[src/rtl/lvl_irq_pkg.sv]
package lvl_irq_pkg;
  localparam int ADDR_W = 8;
  localparam int DATA_W = 32;

  localparam logic [ADDR_W-1:0] A_DATA  = 8'h00;
  localparam logic [ADDR_W-1:0] A_DMASK = 8'h04;
  localparam logic [ADDR_W-1:0] A_POL   = 8'h14;
  localparam logic [ADDR_W-1:0] A_IEN   = 8'h18;
  localparam logic [ADDR_W-1:0] A_RAW   = 8'h1C;
  localparam logic [ADDR_W-1:0] A_MIS   = 8'h20;
  localparam logic [ADDR_W-1:0] A_CLR   = 8'h24;
  localparam logic [ADDR_W-1:0] A_TRIG  = 8'h28;
  localparam logic [ADDR_W-1:0] A_CTRL0 = 8'h40;
endpackage

[src/rtl/lvl_irq_sync.sv]
module lvl_irq_sync #(
  parameter int W = 16
) (
  input  logic         clk,
  input  logic         rst_n,
  input  logic [W-1:0] d_async,
  output logic [W-1:0] d_sync
);
  logic [W-1:0] stage1;

  always_ff @(posedge clk or negedge rst_n) begin
    if (!rst_n) begin
      stage1 <= '0;
      d_sync <= '0;
    end else begin
      stage1 <= d_async;
      d_sync <= stage1;
    end
  end
endmodule

[src/rtl/lvl_irq_chan.sv]
module lvl_irq_chan #(
  parameter int DBNC_W = 12
) (
  input  logic              clk,
  input  logic              rst_n,
  input  logic              tick,
  input  logic              pin_s,
  input  logic [DBNC_W-1:0] len,
  input  logic              pol,
  input  logic              arm_req,
  input  logic              clr_req,
  output logic              level,
  output logic              armed,
  output logic              raw,
  output logic              hit
);
  localparam logic [DBNC_W:0] ONE = (DBNC_W+1)'(1);

  logic [DBNC_W-1:0] cnt;
  logic [DBNC_W:0]   cnt_nxt;

  assign cnt_nxt = {1'b0, cnt} + ONE;
  assign hit     = armed & (level == pol);

  // debounce filter: counts ticks while the synced pin disagrees
  always_ff @(posedge clk or negedge rst_n) begin
    if (!rst_n) begin
      level <= 1'b0;
      cnt   <= '0;
    end else if (pin_s == level) begin
      cnt <= '0;
    end else if (len == '0) begin
      level <= pin_s;
    end else if (tick) begin
      if (cnt_nxt >= {1'b0, len}) begin
        level <= pin_s;
        cnt   <= '0;
      end else begin
        cnt <= cnt_nxt[DBNC_W-1:0];
      end
    end
  end

  // arm / status: a fresh trigger and a fresh set both win over removal
  always_ff @(posedge clk or negedge rst_n) begin
    if (!rst_n) begin
      armed <= 1'b0;
      raw   <= 1'b0;
    end else begin
      armed <= arm_req | (armed & ~hit);
      raw   <= hit | (raw & ~clr_req);
    end
  end
endmodule

[src/rtl/lvl_irq_bank.sv]
module lvl_irq_bank
  import lvl_irq_pkg::*;
#(
  parameter int NUM_CH = 16,
  parameter int DBNC_W = 12
) (
  input  logic              clk,
  input  logic              rst_n,
  input  logic              tick_ms,
  input  logic [NUM_CH-1:0] pin_in,
  input  logic [7:0]        bus_addr,
  input  logic              bus_wr,
  input  logic [31:0]       bus_wdata,
  output logic [31:0]       bus_rdata,
  output logic              irq_n
);
  localparam int KEEP_W = (NUM_CH > DBNC_W) ? NUM_CH : DBNC_W;

  logic [NUM_CH-1:0] pin_s;
  logic [NUM_CH-1:0] dmask_q, pol_q, ien_q;
  logic [NUM_CH-1:0] level_vec, armed_vec, raw_vec, hit_vec;
  logic [NUM_CH-1:0] arm_vec, clr_vec;
  logic [DBNC_W-1:0] len_q [NUM_CH];
  logic              unused_wbits;

  assign unused_wbits = ^bus_wdata[DATA_W-1:KEEP_W];

  lvl_irq_sync #(.W(NUM_CH)) u_sync (
    .clk     (clk),
    .rst_n   (rst_n),
    .d_async (pin_in),
    .d_sync  (pin_s)
  );

  // one-shot strobes
  assign arm_vec = (bus_wr && bus_addr == A_TRIG) ? bus_wdata[NUM_CH-1:0] : '0;
  assign clr_vec = (bus_wr && bus_addr == A_CLR)  ? bus_wdata[NUM_CH-1:0] : '0;

  always_ff @(posedge clk or negedge rst_n) begin
    if (!rst_n) begin
      dmask_q <= '0;
      pol_q   <= '0;
      ien_q   <= '0;
    end else if (bus_wr) begin
      if (bus_addr == A_DMASK) dmask_q <= bus_wdata[NUM_CH-1:0];
      if (bus_addr == A_POL)   pol_q   <= bus_wdata[NUM_CH-1:0];
      if (bus_addr == A_IEN)   ien_q   <= bus_wdata[NUM_CH-1:0];
    end
  end

  for (genvar i = 0; i < NUM_CH; i++) begin : g_ch
    localparam logic [ADDR_W-1:0] CTRL_A = ADDR_W'(A_CTRL0 + 4*i);

    always_ff @(posedge clk or negedge rst_n) begin
      if (!rst_n) len_q[i] <= '0;
      else if (bus_wr && bus_addr == CTRL_A) len_q[i] <= bus_wdata[DBNC_W-1:0];
    end

    lvl_irq_chan #(.DBNC_W(DBNC_W)) u_chan (
      .clk     (clk),
      .rst_n   (rst_n),
      .tick    (tick_ms),
      .pin_s   (pin_s[i]),
      .len     (len_q[i]),
      .pol     (pol_q[i]),
      .arm_req (arm_vec[i]),
      .clr_req (clr_vec[i]),
      .level   (level_vec[i]),
      .armed   (armed_vec[i]),
      .raw     (raw_vec[i]),
      .hit     (hit_vec[i])
    );
  end

  always_comb begin
    bus_rdata = '0;
    unique case (bus_addr)
      A_DATA:  bus_rdata = DATA_W'(level_vec & dmask_q);
      A_DMASK: bus_rdata = DATA_W'(dmask_q);
      A_POL:   bus_rdata = DATA_W'(pol_q);
      A_IEN:   bus_rdata = DATA_W'(ien_q);
      A_RAW:   bus_rdata = DATA_W'(raw_vec);
      A_MIS:   bus_rdata = DATA_W'(raw_vec & ien_q);
      default: begin
        for (int i = 0; i < NUM_CH; i++) begin
          if (bus_addr == ADDR_W'(A_CTRL0 + 4*i)) bus_rdata = DATA_W'(len_q[i]);
        end
      end
    endcase
  end

  assign irq_n = ~|(raw_vec & ien_q);
endmodule

[config.mk]
export PLATFORM = sky130hd
export DESIGN_NAME = lvl_irq_bank
export DESIGN_NICKNAME = d
export VERILOG_FILES = /design/src/rtl/lvl_irq_pkg.sv /design/src/rtl/lvl_irq_sync.sv /design/src/rtl/lvl_irq_chan.sv /design/src/rtl/lvl_irq_bank.sv
export SDC_FILE = /design/constraint.sdc
export NUM_CORES = 1
export LEC_CHECK = 0
export BUFFER_PORTS_ARGS = -buffer_cell sky130_fd_sc_hd__buf_2
export CAP_MARGIN = 20
export CORE_UTILIZATION = 28
export DETAILED_ROUTE_END_ITERATION = 8
export PLACE_DENSITY = 0.53
export SYNTH_ARGS = -nofsm -noshare
export SYNTH_HDL_FRONTEND = slang
export SYNTH_SLANG_ARGS = --single-unit
[constraint.sdc]
create_clock -name clk -period 3.3 [get_ports clk]
set_input_delay 0.33 -clock clk [delete_from_list [all_inputs] [get_ports clk]]
set_output_delay 0.33 -clock clk [all_outputs]
set_load 0.01 [all_outputs]
==> flow_summary.yaml <==
grt:
  antenna_found_initial: 18
  grt_pass1_vias: 25000
  groute.usage.overall: 0.170
  grt_max_degree: 90
  grt_pass1_wl_um: 152000
  overflow: 0
clock_tree:
  clock-sinks: 512
  h-tree-depth: 2
  cts_tree: "built"
  clockRootBuffer: "clkbuf_16"
  cts_max_path_buffers: 3
  path_clk_slew_ps: 60
  cts_made_buffers: 61
  clk_latency_ps: 670
critical_path:
  crit_chain: "buf_2, buf_12, inv_1, nand4_1, buf_4, o22ai_1, a221oi_1, o21ai_0, buf_4, buf_2"
  ff2ff_path_depth: 12
  slowest_stage: "a221oi_1"
  endpoint_kind: "output pin"
  worst-endpoint-arrival_ps: 2920
  cp_data_required_time_ps: 2970
  critPathLaunchType: "primary input"
  ff2ff_setup_slack_ps: 100
  critPathKind: "primary input to output pin"
  slowest_delay_ps: 630
  crit_fanout: 77
  reg2reg_from: "g_ch[10].u_chan.cnt[0]$_DFFE_PN0P_"
  rr_endpoint: "g_ch[10].u_chan.cnt[10]$_DFFE_PN0P_"
drt:
  antenna_left: 0
  wirelength_um: 99700
  wl_per_cell_um: 19.8
  first_iter_violations: 1977
  firstDrtPassIters: 5
  viasPerCell: 5.14
  drcViolationCount: 0
  dr_total_vias: 25900
die:
  core-area_um2: 113000
  die_area_um2: 115000
  die_x_um: 339
  start_util: 0.283
  die_h_um: 339
  rows: 123
  ios: 93
synth:
  synth_seq_cells: 512
  ys_types: 88
  synth_edf_count: 0
  syn-cell-area_um2: 31800
  seq_area_frac_synth: 0.402
  async_reset_ff_frac: 1.00
  postSynthAreaPerCell_um2: 9.68
  synth_top_area_frac: 0.402
  synth.largest_area_cell: "dfrtp_1"
  synth_top_flop_cell: "dfrtp_1"
  yosysWarnings: 0
  synth_area_leaders: "dfrtp_1, mux2_2, ha_1"
  synth_most_common_cell: "dfrtp_1"
  netlist_top_cells_count: "dfrtp_1, nand2_1, mux2_2"
  synth_cells: 3290
cells_and_area:
  final_nets: 3754
  reg_top3: "g_ch.u_chan.cnt: 192 flops, len_q: 192 flops"
  drive_gt1_frac: 0.222
  areaGrowthSynthToFinish_pct: 18.9
min_path:
  hold_class: "primary input to flip-flop"
  hold_depth: 3
  holdPathEnd: "g_ch[11].u_chan.raw$_DFF_PN0_"
  hp-start: "bus_wdata[11]"
placement:
  post-dp-hpwl_um: 72400
  numPortBuffers: 60
  pre_cts_slack_ps: -71.0
  finalWeightedCongestion: 0.938
timing:
  fin_skew_ps: 26.9
  finalSetupViolations: 0
  holdWs_ps: 238
  rsz0062_at_grt: "true"
  fin_setup_tns_ps: 0
  period_share: 0.984
  drv_slew: 0
  fmax_ghz: 0.308
  worst_slack_ps: 53.7
  post-route-min-period_ps: 3250
  hold_viol_final: 0
  max_slew_margin: 0.286
  tightestPinTransition_ps: 1070
power_and_ir_drop:
  irDropWorstVdd_mv: 0.462
  p_total_mw: 17.9
  cellLeakagePower_nw: 17.7
  powerDensity_nw_per_um2: 474
outcome:
  status: "complete, no violations"
run:
  cap_violations: 0
[stage by stage]
stage	utilization	cell area, µm²	cells
global route	0.336	37800	5040
detailed placement	0.309	34800	4871
floorplan	-	31900	3305
global placement	0.309	34800	4871
finish	0.336	37800	5044
CTS	0.331	37300	5009
[worst max-delay path: cells and delay by family]
family          cells  cell delay (ps)
buf+inv             6             1390
compound gates      3             1010
simple gates        1              120
[cell type report]
type | instances | area (µm²)
flip-flops and latches | 512 | 12800
multi-input cells | 2377 | 17700
well taps | 1500 | 1880
diodes | 5 | 12.5
repair buffers | 285 | 2270
clock buffers | 76 | 1690
fillers | 11600 | 74800
clock inverters | 40 | 509
inverters | 249 | 935
[logic make-up (layout without fill, tap and decap cells)]
group                    after synthesis  in the layout  synth area share
multiplexers                         314            314             0.109
buffers and inverters                416            650            0.0543
flip-flops                           512            512             0.402
other                                  1             21          0.000118
AO/OA/AOI/OAI                        757            757             0.164
AND/OR/NAND/NOR                      946            946             0.151
XOR/XNOR                             136            136            0.0374
adder cells (fa/ha/maj)              208            208            0.0817
[worst max path at each step]
stage | start | end
after global routing | g_ch[10].u_chan.cnt[0]$_DFFE_PN0P_ | g_ch[10].u_chan.cnt[4]$_DFFE_PN0P_
after global placement | g_ch[15].u_chan.cnt[0]$_DFFE_PN0P_ | g_ch[15].u_chan.cnt[11]$_DFFE_PN0P_
after CTS | g_ch[15].u_chan.cnt[1]$_DFFE_PN0P_ | g_ch[15].u_chan.cnt[4]$_DFFE_PN0P_
after detailed placement | g_ch[15].u_chan.cnt[1]$_DFFE_PN0P_ | g_ch[15].u_chan.cnt[11]$_DFFE_PN0P_
final | bus_addr[3] | bus_rdata[0]
after floorplan | g_ch[4].u_chan.cnt[2]$_DFFE_PN0P_ | g_ch[4].u_chan.cnt[5]$_DFFE_PN0P_
[routing by layer]
metal / part of all wire / global-route usage
met5: 0.0013 / 0
met4: 0.032 / 0.0588
met3: 0.066 / 0.0375
met2: 0.44 / 0.262
met1: 0.46 / 0.233
[where the power goes]
part           internal [mW]  switching [mW]  total [mW]
clock network           4.44            2.96        7.39
registers               6.57           0.386        6.95
logic                   1.44            2.15        3.59
[placed cells by master (no fill, tap or decap), drive strengths merged, types with 62 or more instances in the layout]
master	n
dfrtp	512
a21o	70
xnor2	74
ha	208
o21ai	139
buf	263
a21oi	143
clkbuf	77
nor2	129
mux2	261
xor2	62
inv	252
nand2	308
nand3	126
[what timing repair did]
| item | CTS | global route |
|---|---|---|
| hold buffers | 21 | 0 |
| pin swaps | 2 | 25 |
| endpoints found under the setup margin | 18 | 172 |
| hold endpoints to repair | 108 | 0 |
| buffers inserted | 0 | 25 |
| gates cloned | 1 | 5 |
| gates resized for setup | 11 | 101 |
Note: power is estimated with default switching activity, not from simulation.
